$ cat src/rtl/slot_sched_pkg.sv
package slot_sched_pkg;

    localparam int unsigned BOUND_W    = 8;
    localparam int unsigned MAX_BUDGET = 1 << BOUND_W;

    typedef struct packed {
        logic [BOUND_W-1:0] first;
        logic [BOUND_W-1:0] last;
    } slot_window_t;

    function automatic int unsigned step_width(input int unsigned budget);
        return (budget <= 2) ? 1 : $clog2(budget);
    endfunction

    function automatic bit window_legal(input slot_window_t w, input int unsigned budget);
        return (w.first <= w.last) && (int'(w.last) <= int'(budget) - 1);
    endfunction

endpackage

$ cat src/rtl/slot_step_counter.sv
module slot_step_counter #(
    parameter int unsigned BUDGET = 30,
    parameter int unsigned STEP_W = 5
) (
    input  logic              clk,
    input  logic              rst,
    input  logic              clk_en,
    output logic [STEP_W-1:0] step,
    output logic              at_origin
);
    localparam logic [STEP_W-1:0] LAST_STEP = STEP_W'(BUDGET - 1);

    logic [STEP_W-1:0] step_q;
    logic [STEP_W-1:0] step_d;

    always_comb begin
        step_d = step_q;
        if (clk_en) begin
            if (step_q == LAST_STEP) step_d = '0;
            else                     step_d = step_q + 1'b1;
        end
    end

    always_ff @(posedge clk) begin
        if (rst) step_q <= '0;
        else     step_q <= step_d;
    end

    assign step      = step_q;
    assign at_origin = (step_q == '0);
endmodule

$ cat src/rtl/slot_window_decode.sv
module slot_window_decode #(
    parameter int unsigned STEP_W  = 5,
    parameter int unsigned FIRST   = 0,
    parameter int unsigned LAST    = 0,
    parameter int unsigned TOP     = 29
) (
    input  logic [STEP_W-1:0] step,
    output logic              active
);
    localparam logic [STEP_W-1:0] FIRST_S = STEP_W'(FIRST);
    localparam logic [STEP_W-1:0] LAST_S  = STEP_W'(LAST);
    localparam int unsigned       ALL_ONE = (1 << STEP_W) - 1;

    logic above_first;
    logic below_last;

    generate
        if (FIRST == 0) begin : g_open_low
            assign above_first = 1'b1;
        end else begin : g_cmp_low
            assign above_first = (step >= FIRST_S);
        end

        if (LAST >= TOP && TOP == ALL_ONE) begin : g_open_high
            assign below_last = 1'b1;
        end else begin : g_cmp_high
            assign below_last = (step <= LAST_S);
        end
    endgenerate

    assign active = above_first && below_last;
endmodule

$ cat src/rtl/slot_sched.sv
module slot_sched
    import slot_sched_pkg::*;
#(
    parameter int unsigned  BUDGET    = 30,
    parameter int unsigned  NUM_UNITS = 4,
    parameter slot_window_t WINDOWS [NUM_UNITS] = '{
        '{first: 8'd0, last: 8'd1},
        '{first: 8'd1, last: 8'd4},
        '{first: 8'd2, last: 8'd3},
        '{first: 8'd4, last: 8'd7}
    },
    localparam int unsigned STEP_W = step_width(BUDGET)
) (
    input  logic                 clk,
    input  logic                 rst,
    input  logic                 clk_en,
    output logic [STEP_W-1:0]    step,
    output logic [NUM_UNITS-1:0] unit_en,
    output logic                 sample_start
);
    generate
        if (BUDGET < 2 || BUDGET > MAX_BUDGET) begin : g_bad_budget
            $error("slot_sched: BUDGET out of range");
        end
    endgenerate

    logic [STEP_W-1:0] step_w;

    slot_step_counter #(
        .BUDGET (BUDGET),
        .STEP_W (STEP_W)
    ) u_counter (
        .clk       (clk),
        .rst       (rst),
        .clk_en    (clk_en),
        .step      (step_w),
        .at_origin (sample_start)
    );

    generate
        for (genvar u = 0; u < NUM_UNITS; u++) begin : g_unit
            if (!window_legal(WINDOWS[u], BUDGET)) begin : g_bad_window
                $error("slot_sched: illegal window for a unit");
            end
            slot_window_decode #(
                .STEP_W (STEP_W),
                .FIRST  (int'(WINDOWS[u].first)),
                .LAST   (int'(WINDOWS[u].last)),
                .TOP    (BUDGET - 1)
            ) u_win (
                .step   (step_w),
                .active (unit_en[u])
            );
        end
    endgenerate

    assign step = step_w;
endmodule

$ cat config.mk
export PLATFORM = sky130hd
export DESIGN_NAME = slot_sched
export DESIGN_NICKNAME = d
export VERILOG_FILES = /design/src/rtl/slot_sched_pkg.sv /design/src/rtl/slot_step_counter.sv /design/src/rtl/slot_window_decode.sv /design/src/rtl/slot_sched.sv
export SDC_FILE = /design/constraint.sdc
export NUM_CORES = 1
export LEC_CHECK = 0
export BUFFER_PORTS_ARGS = -buffer_cell sky130_fd_sc_hd__clkbuf_2
export CAP_MARGIN = 30
export CELL_PAD_IN_SITES_DETAIL_PLACEMENT = 1
export CELL_PAD_IN_SITES_GLOBAL_PLACEMENT = 2
export CORE_AREA = 2 2 39 41
export DETAILED_ROUTE_END_ITERATION = 8
export DIE_AREA = 0 0 41 43
export PLACE_DENSITY = 0.83
export SLEW_MARGIN = 20
export SYNTH_ARGS = -nofsm -noshare
export SYNTH_HDL_FRONTEND = slang
export SYNTH_HIERARCHICAL = 1
export SYNTH_SLANG_ARGS = --single-unit
$ cat constraint.sdc
create_clock -name clk -period 2.3 [get_ports clk]
set_input_delay 0.46 -clock clk [delete_from_list [all_inputs] [get_ports clk]]
set_output_delay 0.46 -clock clk [all_outputs]
set_load 0.005 [all_outputs]
==> Word level (Yosys, flattened, before mapping) <==
Cells that the tools add are included.
{ "word_totals": {"input_bits": 3, "latchBits": 0, "out_inout_bits": 10, "mem_count": 0, "elab_cells": 15, "register_bits": 5, "mem_bits_ro": 0, "mem_bits_rw": 0} }
{ "op_classes": {"n_reduce_logical": 4, "n_addsub": 1, "n_lt_le_gt_ge": 7, "n_eq_ne": 1, "bitwise_logic": 0, "div": 0, "muxes": 1, "n_shift": 0, "mul": 0} }
{ "ops": {"columns": ["operator", "n"], "rows": [
  ["less-or-equal comparator 5 x 3 -> 1 bit (second input constant)", 2],
  ["adder 5 x 1 -> 5 bit (second input constant)", 1],
  ["equality test 5 bit (second input constant)", 1],
  ["greater-or-equal comparator 5 x 1 -> 1 bit (second input constant)", 1],
  ["greater-or-equal comparator 5 x 2 -> 1 bit (second input constant)", 1],
  ["greater-or-equal comparator 5 x 3 -> 1 bit (second input constant)", 1],
  ["less-or-equal comparator 5 x 1 -> 1 bit (second input constant)", 1],
  ["less-or-equal comparator 5 x 2 -> 1 bit (second input constant)", 1],
  ["zero test 5 bit", 1],
  ["two-way mux 5 bit", 1],
  ["logical AND 1 bit", 3]
]} }

==> Logic depth before layout (Yosys ltp) <==
Gate-level depths: netlist of run 1.
{ "logic_depth": {"ltp_word": 2, "mapped_depth": 4, "mapped_depth_nobuf": 4} }

==> Hierarchy <==
Netlist of run 1, hierarchy kept.
{ "modules_own_cells": {"columns": ["module", "n_inst", "area_per_inst_um2", "cells_each", "seq_area_each_um2"], "rows": [
  ["slot_step_counter", 1, 286.5, 27, 100.1],
  ["slot_window_decode at g_unit[0].u_win ...", 2, 12.5, 1, 0.0],
  ["slot_window_decode at g_unit[1].u_win", 1, 25.0, 3, 0.0],
  ["slot_window_decode at g_unit[2].u_win", 1, 15.0, 1, 0.0]
]} }

==> Least setup slack after synthesis of run 1 <==
OpenSTA, ideal clock, no wires.
{ "synth_timing": {"kind": "register to output", "start": "register u_counter.step_q[1] (netlist: u_counter/step[1])", "end": "output port sample_start", "required_time_ns": 1.840, "path_stages_with_launch": 4, "arrival_time_ns": 0.853, "path_slack_ns": 0.987, "path_buffers": 0, "cell_sequence": "dfxtp_1 > inv_1 > ha_1 > nor4b_1"} }
{ "synth_between": {"elab_chain_len": 1} }
{ "synth_rtl": {"columns": ["item", "line", "text"], "rows": [
  ["start, declared", "slot_step_counter.sv:13", "logic [STEP_W-1:0] step_q;"],
  ["start signal, assigned", "slot_step_counter.sv:26", "else step_q <= step_d;"],
  ["zero test 5 bit", "slot_step_counter.sv:30", "assign at_origin = (step_q == '0);"],
  ["end, declared", "slot_sched.sv:19", "output logic sample_start"]
]} }
Every way passes these cells.

==> Worst setup path after layout of run 1 <==
Same ends and word-level chain as after synthesis.

==> impl_metrics.env, run 1 <==
export IMPL_fin_crit_sh=0.760
export IMPL_hp_class="in2reg"
export IMPL_p_int_uw=182
export IMPL_syn2layout_area_growth_pct=27.0
export IMPL_slew_headroom=0.730
export IMPL_syn_inst=33
export IMPL_ir_worst_vdd_mv=0.215
export IMPL_drcViolationCount=0
export IMPL_netlist_area_um2=352
export IMPL_r2r_end="u_counter/step[2]"
export IMPL_cts_buffers=3
export IMPL_gp_congestion=0.651
export IMPL_drv_cap=0
export IMPL_largest_register_ffs=5
export IMPL_critPathArrivalTime_ns=1.29
export IMPL_timing_fmax_ghz=0.572
export IMPL_crit_chain="inv_1, ha_1, nor4b_1, clkbuf_2"
export IMPL_seq_area_frac_synth=0.285
export IMPL_clk_pin_slew_ns=0.04
export IMPL_routed_via_density=4.66
export IMPL_numPortBuffers=12
export IMPL_yosysUniqueCellTypes=18
export IMPL_firstDrtPassIters=1
export IMPL_overflow=0
export IMPL_crit_path_max_incr_delay_ns=0.49
export IMPL_clock_latency_ns=0.24
export IMPL_synth_flop_cell="dfxtp_1"
export IMPL_largest_register="u_counter/step"
export IMPL_ff2ff_path_depth=4
export IMPL_grt_pass1_vias=309
export IMPL_cts_sinks=5
export IMPL_worst_pin_slew_ns=0.405
export IMPL_syn_nets=39
export IMPL_p_comb_frac=0.186
export IMPL_cts_resized=0
export IMPL_clock_path_buffers=2
export IMPL_min_period_ns=1.75
export IMPL_layout_drive_gt1_share=0.542
export IMPL_die_w_um=41
export IMPL_cts_tree="yes"
export IMPL_diodes=0
export IMPL_drt_initial_drc_count=0
export IMPL_yosys_area_top_type="dfxtp_1"
export IMPL_post_cts_buffers=0
export IMPL_min_path_cells=3
export IMPL_r2r_start="u_counter/step[1]"
export IMPL_wl_per_cell_um=11.9
export IMPL_hold_viol=0
export IMPL_grt_first_pass_wirelength_um=1210
export IMPL_die_area_um2=1760
export IMPL_drv_slew=0
export IMPL_core_um2=1380
export IMPL_ios=13
export IMPL_fillers=168
export IMPL_drtAntennaViolNets=0
export IMPL_finalPower_uw=249
export IMPL_hold_path_startpoint="rst"
export IMPL_r2r_slack_ns=1.07
export IMPL_setup_viol=0
export IMPL_num_rows=14
export IMPL_seqPwrFrac=0.403
export IMPL_dp_hpwl_um=570
export IMPL_die_y_um=43
export IMPL_synth_edff_count=0
export IMPL_ys_top_cells_by_area="dfxtp_1 (28%), ha_1 (11%), nor2_2 (8.9%)"
export IMPL_placed_area_um2=420
export IMPL_grt_max_degree=12
export IMPL_min_to="u_counter/step[0]"
export IMPL_power_density_nw_per_um2=557
export IMPL_antenna_found_initial=0
export IMPL_vias=298
export IMPL_htreeDepth=1
export IMPL_p_leak_nw=0.196
export IMPL_synth_commonest_cells="dfxtp_1 (5), nor2_2 (5), ha_1 (3), xor2_1 (3)"
export IMPL_finalClockSkew_ns=0.00383
export IMPL_required_ns=1.84
export IMPL_nets=55
export IMPL_finalSetupTns_ns=0
export IMPL_p_sw_frac=0.270
export IMPL_yosys_warnings=6
export IMPL_critPathLaunchType="flop"
export IMPL_initial_core_util=0.254
export IMPL_synth_top_area_share=0.285
export IMPL_cts_root_buf="clkbuf_4"
export IMPL_syn_avg_cell_area_um2=10.7
export IMPL_p_clk_frac=0.411
export IMPL_grt_use_total=0.112
export IMPL_top_regs="u_counter/step (5)"
export IMPL_worst_setup_path_end_kind="output port"
export IMPL_p_sw_uw=67.1
export IMPL_hold_buffers=0
export IMPL_crit_path_top_delay_cell="dfxtp_1"
export IMPL_fin_area_um2=447
export IMPL_wirelength_um=763
export IMPL_status="complete, no violations"
export IMPL_critPathKind="reg2out"
export IMPL_rsz0062_at_grt="false"
export IMPL_async_flop_share=0
export IMPL_ys_seq_elements=5
export IMPL_path_max_fanout=9
-- worst max path at each step --
stage | slack [ns] | endpoint | startpoint | cells after the start
finish | 0.55 | sample_start | u_counter/step[1] | 4
global route | 0.44 | unit_en[1] | u_counter/step[2] | 3
floorplan | 0.99 | sample_start | u_counter/step[1] | 3
CTS | 0.52 | sample_start | u_counter/step[1] | 4
global placement | 0.81 | sample_start | u_counter/step[1] | 4
detailed placement | 0.79 | sample_start | u_counter/step[1] | 4
-- layer usage --
metal / wire, µm / up-vias / share of wire / track usage
li1: - / 145 / - / -
met1: 311 / 137 / 0.41 / 0.0932
met2: 375 / 14 / 0.49 / 0.184
met3: 60 / 2 / 0.079 / 0.0471
met4: 15 / 0 / 0.020 / 0.100
met5: 0 / - / 0 / 0
-- stage by stage --
step / hold slack (ns) / instances / setup WS (ns) / utilization
after CTS: 0.536 / 64 / 0.520 / 0.323
after global routing: 0.542 / 64 / 0.437 / 0.323
final: 0.537 / 64 / 0.553 / 0.323
after floorplan: 0.610 / 33 / 0.987 / -
after global placement: 0.646 / 60 / 0.809 / 0.304
after detailed placement: 0.659 / 60 / 0.792 / 0.304
-- critical path, delay by kind of cell, from the launching register on --
family	cells	cell delay, ns
flops	1	0.49
buf+inv	2	0.24
fa+ha+maj	1	0.18
simple gates	1	0.13
-- final cells by class --
cell class,count,area [µm²],share of cell area
inverters,2,7.51,0.0168
well taps,16,20.0,0.0448
repair buffers,12,60.1,0.134
clock buffers,4,26.3,0.0588
multi-input cells,25,233,0.521
flip-flops and latches,5,100,0.224
-- power groups by stage --
| stage | sequential (mW) | combinational (mW) | clock [mW] |
|---|---|---|---|
| after global placement | 0.102 | 0.0464 | 0 |
| after floorplan | 0.100 | 0.0311 | 0 |
| after global routing | 0.101 | 0.0546 | 0.116 |
| after detailed placement | 0.102 | 0.0474 | 0 |
| after CTS | 0.101 | 0.0477 | 0.108 |
| final | 0.100 | 0.0463 | 0.102 |
-- logic make-up (layout without fill, tap and decap cells) --
| logic type | count (synthesis) | count (layout) | share of synthesized area |
|---|---|---|---|
| buffers and inverters | 3 | 18 | 0.0534 |
| DFF | 5 | 5 | 0.285 |
| AOI/OAI and AO/OA | 2 | 2 | 0.0641 |
| muxes | 1 | 1 | 0.0285 |
| and+or+nand+nor | 15 | 15 | 0.363 |
| xor gates and xnor gates | 4 | 4 | 0.0997 |
| adders and majority gates | 3 | 3 | 0.107 |
-- cells in the final DEF (no fill, tap or decap) --
master | synthesis | routed
a31o_4 | 1 | 1
and3_4 | 1 | 1
clkbuf_1 | 0 | 1
clkbuf_2 | 0 | 12
clkbuf_4 | 0 | 3
dfxtp_1 | 5 | 5
ha_1 | 3 | 3
inv_1 | 2 | 2
mux2i_1 | 1 | 1
nand2_1 | 1 | 1
nand4_1 | 2 | 2
nor2_2 | 5 | 5
nor3_1 | 1 | 1
nor3b_2 | 1 | 1
nor4_2 | 1 | 1
nor4b_1 | 1 | 1
nor4b_2 | 2 | 2
o21ai_1 | 1 | 1
xnor2_1 | 1 | 1
xor2_1 | 3 | 3
(Power assumes the default switching activity.)
==> inputs of run 2 (changes only) <==
--- a/config.mk
+++ b/config.mk
@@ -9,10 +9,10 @@
 export CAP_MARGIN = 30
 export CELL_PAD_IN_SITES_DETAIL_PLACEMENT = 1
 export CELL_PAD_IN_SITES_GLOBAL_PLACEMENT = 2
-export CORE_AREA = 2 2 39 41
+export CORE_MARGIN = 2
+export CORE_UTILIZATION = 26
 export DETAILED_ROUTE_END_ITERATION = 8
-export DIE_AREA = 0 0 41 43
-export PLACE_DENSITY = 0.83
+export PLACE_DENSITY = 0.82
 export SLEW_MARGIN = 20
 export SYNTH_ARGS = -nofsm -noshare
 export SYNTH_HDL_FRONTEND = slang
==> constraint.sdc (replaced) <==
create_clock -name clk -period 1.8 [get_ports clk]
set_input_delay 0.36 -clock clk [delete_from_list [all_inputs] [get_ports clk]]
set_output_delay 0.36 -clock clk [all_outputs]
set_load 0.005 [all_outputs]
==> run 2 against run 1 <==
Compared with the run above:
- sequential cell count stayed put
- via count shrank 1.3%
- non-clock buffer count stayed put
- largest cell class unchanged
- register-to-register slack worse by 0.50 ns
- combinational power is 33% higher
- die area is 5.7% lower
- clock power is 26% higher
- sequential share of layout area shrank 0.25 points
- total power is 28% higher
==> impl_metrics.env, run 2 (synthesis results as in run 1) <==
export IMPL_status="complete, no violations"
export IMPL_firstDrtPassIters=2
export IMPL_r2r_slack_ns=0.57
export IMPL_wl_per_cell_um=12.1
export IMPL_num_rows=13
export IMPL_top_regs="u_counter/step (5)"
export IMPL_syn2layout_area_growth_pct=28.5
export IMPL_finalPower_uw=320
export IMPL_placedCellCount=59
export IMPL_whs_ns=0.433
export IMPL_critPathArrivalTime_ns=1.32
export IMPL_clk_pin_slew_ns=0.04
export IMPL_ir_worst_vdd_mv=0.339
export IMPL_cts_sinks=5
export IMPL_setup_viol=0
export IMPL_die_y_um=40.8
export IMPL_p_leak_nw=0.198
export IMPL_r2r_end="u_counter/step[2]"
export IMPL_antenna_found_initial=0
export IMPL_cts_resized=0
export IMPL_wirelength_um=764
export IMPL_layout_commonest_cell="clkbuf_2"
export IMPL_cp_buffers_inverters=2
export IMPL_timing_fmax_ghz=0.597
export IMPL_clock_path_buffers=2
export IMPL_slew_headroom=0.714
export IMPL_r2r_start="u_counter/step[1]"
export IMPL_finalClockSkew_ns=0.000438
export IMPL_grt_pass1_vias=266
export IMPL_clock_latency_ns=0.24
export IMPL_core_um2=1280
export IMPL_grt_first_pass_wirelength_um=1160
export IMPL_rsz0062_at_grt="false"
export IMPL_initial_core_util=0.274
export IMPL_ff2ff_path_depth=4
export IMPL_die_w_um=40.8
export IMPL_crit_family="flip-flops"
export IMPL_fin_ws_ns=0.124
export IMPL_gp_congestion=0.677
export IMPL_placed_area_um2=419
export IMPL_nets=55
export IMPL_largest_register="u_counter/step"
export IMPL_drcViolationCount=0
export IMPL_fin_util=0.352
export IMPL_ios=13
export IMPL_hold_path_startpoint="rst"
export IMPL_drtAntennaViolNets=0
export IMPL_post_cts_buffers=0
export IMPL_critPathKind="reg2out"
export IMPL_worst_pin_slew_ns=0.428
export IMPL_cts_root_buf="clkbuf_4"
export IMPL_drv_slew=0
export IMPL_routed_via_density=4.67
export IMPL_cts_buffers=3
export IMPL_fin_area_um2=452
export IMPL_final_cell_mix="clkbuf_2 (12), nor2_2 (5), dfxtp_1 (5)"
export IMPL_grt_use_total=0.121
export IMPL_finalSetupTns_ns=0
export IMPL_min_period_ns=1.68
export IMPL_critPathLaunchType="flop"
export IMPL_min_to="u_counter/step[0]"
export IMPL_hp_class="in2reg"
export IMPL_diodes=0
export IMPL_power_density_nw_per_um2=708
export IMPL_worst_setup_path_end_kind="output port"
export IMPL_drt_initial_drc_count=5
export IMPL_hold_buffers=0
export IMPL_largest_register_ffs=5
export IMPL_instances_no_fill=63
export IMPL_numPortBuffers=12
export IMPL_vias=294
export IMPL_dp_hpwl_um=572
export IMPL_path_max_fanout=9
export IMPL_htreeDepth=1
export IMPL_pre_cts_slack_ns=0.381
export IMPL_hold_viol=0
export IMPL_crit_chain="inv_1, ha_1, nor4b_2, clkbuf_2"
export IMPL_overflow=0
export IMPL_layout_drive_gt1_share=0.563
export IMPL_required_ns=1.44
export IMPL_min_path_cells=3
export IMPL_grt_max_degree=12
export IMPL_crit_path_max_incr_delay_ns=0.49
export IMPL_fin_crit_sh=0.931
export IMPL_crit_path_top_delay_cell="dfxtp_1"
export IMPL_cts_tree="yes"
export IMPL_drv_cap=0
export IMPL_die_area_um2=1660
-- run 2: cell count changes in the layout (fill, tap and decap cells not counted) --
cell | before | now
nor4b_1 | 1 | 0
nor4b_2 | 2 | 3
-- run 2: worst min-delay path, delay by kind of cell --
family	cells	cell delay, ns
compound gates	1	0.14
buf+inv	1	0.08
simple gates	1	0.05
-- run 2: area by class of cell --
cell class	count	area, µm²
fill	165	833
multi-input combinational	25	239
sequential	5	100
timing repair buffer	12	60.1
clock buffer	4	26.3
tap	15	18.8
inverter	2	7.51
-- run 2: layer usage --
layer	global-route usage	vias to the layer above	wire length, µm
met4	0.100	0	10
met2	0.183	13	357
met3	0.0707	2	72
li1	-	145	-
met5	0	-	0
met1	0.118	134	323
-- run 2: worst max path at each step --
stage / start / to / slack [ns] / cells after the start
floorplan: u_counter/step[1] / sample_start / 0.59 / 3
CTS: u_counter/step[1] / sample_start / 0.10 / 4
finish: u_counter/step[1] / sample_start / 0.12 / 4
global placement: u_counter/step[1] / sample_start / 0.40 / 4
detailed placement: u_counter/step[1] / sample_start / 0.38 / 4
global route: u_counter/step[1] / sample_start / 0.03 / 4
-- run 2: power by group --
group	leakage [nW]	total, mW	internal [mW]	switching [mW]
Sequential	0.0407	0.128	0.116	0.0122
Combinational	0.143	0.0618	0.0341	0.0277
Clock	0.0150	0.129	0.0838	0.0457
==> inputs of run 3 (changes only) <==
--- a/config.mk
+++ b/config.mk
@@ -12,7 +12,7 @@
 export CORE_MARGIN = 2
 export CORE_UTILIZATION = 26
 export DETAILED_ROUTE_END_ITERATION = 8
-export PLACE_DENSITY = 0.82
+export PLACE_DENSITY_LB_ADDON = 0.1
 export SLEW_MARGIN = 20
 export SYNTH_ARGS = -nofsm -noshare
 export SYNTH_HDL_FRONTEND = slang
==> run 3 against run 2 <==
Compared with the run above:
- sequential share of layout area up 0.31 points
- critical endpoint unchanged
- clock skew about the same
- register-to-register slack about the same
- via count down 1.4%
- final cell count unchanged
- fmax up 1.6%
- cell area down 1.4%
- critical path type unchanged
==> impl_metrics.env, run 3 (synthesis results as in run 1) <==
export IMPL_numPortBuffers=12
export IMPL_p_comb_frac=0.191
export IMPL_drtAntennaViolNets=0
export IMPL_crit_chain="inv_1, ha_1, nor4b_1, clkbuf_2"
export IMPL_die_area_um2=1660
export IMPL_fin_area_um2=445
export IMPL_firstDrtPassIters=3
export IMPL_p_int_uw=233
export IMPL_num_rows=13
export IMPL_cts_root_buf="clkbuf_4"
export IMPL_ios=13
export IMPL_grt_pass1_vias=277
export IMPL_clock_path_buffers=2
export IMPL_initial_core_util=0.274
export IMPL_required_ns=1.44
export IMPL_setup_viol=0
export IMPL_core_um2=1280
export IMPL_slew_headroom=0.738
export IMPL_ff2ff_path_depth=4
export IMPL_cp_buffers_inverters=2
export IMPL_diodes=0
export IMPL_seqPwrFrac=0.404
export IMPL_grt_use_total=0.119
export IMPL_syn2layout_area_growth_pct=26.7
export IMPL_worst_pin_slew_ns=0.392
export IMPL_fillers=163
export IMPL_htreeDepth=1
export IMPL_grt_max_degree=12
export IMPL_fin_crit_sh=0.916
export IMPL_placed_area_um2=419
export IMPL_cts_resized=0
export IMPL_drv_cap=0
export IMPL_cts_buffers=3
export IMPL_path_max_fanout=9
export IMPL_hold_buffers=0
export IMPL_critPathKind="reg2out"
export IMPL_crit_path_max_incr_delay_ns=0.48
export IMPL_vias=290
export IMPL_post_cts_buffers=0
export IMPL_clock_latency_ns=0.24
export IMPL_routed_via_density=4.60
export IMPL_critPathLaunchType="flop"
export IMPL_die_y_um=40.8
export IMPL_clk_pin_slew_ns=0.04
export IMPL_worst_setup_path_end_kind="output port"
export IMPL_crit_path_top_delay_cell="dfxtp_1"
export IMPL_timing_fmax_ghz=0.606
export IMPL_min_path_cells=3
export IMPL_largest_register="u_counter/step"
export IMPL_min_period_ns=1.65
export IMPL_die_w_um=40.8
export IMPL_p_clk_frac=0.405
export IMPL_final_cell_mix="clkbuf_2 (12), nor2_2 (5), dfxtp_1 (5)"
export IMPL_ir_worst_vdd_mv=0.496
export IMPL_power_density_nw_per_um2=710
export IMPL_critPathArrivalTime_ns=1.29
export IMPL_rsz0062_at_grt="false"
export IMPL_layout_commonest_cell="clkbuf_2"
export IMPL_gp_congestion=0.679
export IMPL_grt_first_pass_wirelength_um=1190
export IMPL_wl_per_cell_um=12.2
export IMPL_cts_sinks=5
export IMPL_largest_register_ffs=5
export IMPL_finalClockSkew_ns=0.000799
export IMPL_cp_depth=4
export IMPL_crit_family="flip-flops"
export IMPL_wirelength_um=767
export IMPL_cts_tree="yes"
export IMPL_drcViolationCount=0
export IMPL_nets=55
export IMPL_overflow=0
export IMPL_p_sw_frac=0.264
export IMPL_top_regs="u_counter/step (5)"
export IMPL_layout_drive_gt1_share=0.542
export IMPL_p_sw_uw=83.6
export IMPL_finalSetupTns_ns=0
export IMPL_status="complete, no violations"
export IMPL_hp_class="in2reg"
export IMPL_antenna_found_initial=0
export IMPL_p_leak_nw=0.196
export IMPL_drt_initial_drc_count=1
export IMPL_drv_slew=0
export IMPL_dp_hpwl_um=595
export IMPL_hold_viol=0
==> run 3: per-layer routing <==
layer	track usage	wire, µm	vias up
li1	-	-	146
met1	0.123	331	132
met2	0.183	378	12
met3	0.0870	57	0
met4	0.0500	0	0
met5	0	0	-
==> run 3: worst paths after layout <==
path	slack (ns)	from	to
min	0.45	rst	u_counter/step[0]
min reg2reg	0.65	u_counter/step[0]	u_counter/step[0]
max	0.15	u_counter/step[1]	sample_start
max reg2reg	0.57	u_counter/step[1]	u_counter/step[4]
==> run 3: area by class of cell <==
type | instances | area [µm²] | area share
Multi-Input combinational cell | 25 | 233 | 0.522
Sequential cell | 5 | 100 | 0.225
Timing Repair Buffer | 12 | 60.1 | 0.135
Clock buffer | 4 | 26.3 | 0.0590
Tap cell | 15 | 18.8 | 0.0421
Inverter | 2 | 7.51 | 0.0169
==> run 3: power by group through the flow <==
stage	logic [mW]	clock network [mW]	registers, mW
2_1_floorplan	0.0397	0	0.128
3_3_place_gp	0.0611	0	0.129
3_5_place_dp	0.0624	0	0.130
4_1_cts	0.0626	0.136	0.128
5_1_grt	0.0691	0.150	0.130
6_report	0.0604	0.128	0.128
==> run 3: worst min-delay path, cell delays in order <==
cell      delay (ns)
clkbuf_2        0.09
a31o_4          0.14
nor2_2          0.05
==> run 3: metrics by stage <==
stage	setup WS, ns	hold WS, ns	total power, mW	util	std cells
global placement	0.431	0.637	0.190	0.326	59
finish	0.150	0.446	0.316	0.347	63
global route	0.0222	0.442	0.348	0.347	63
CTS	0.121	0.445	0.326	0.347	63
detailed placement	0.384	0.651	0.192	0.326	59
floorplan	0.587	0.564	0.168	-	33
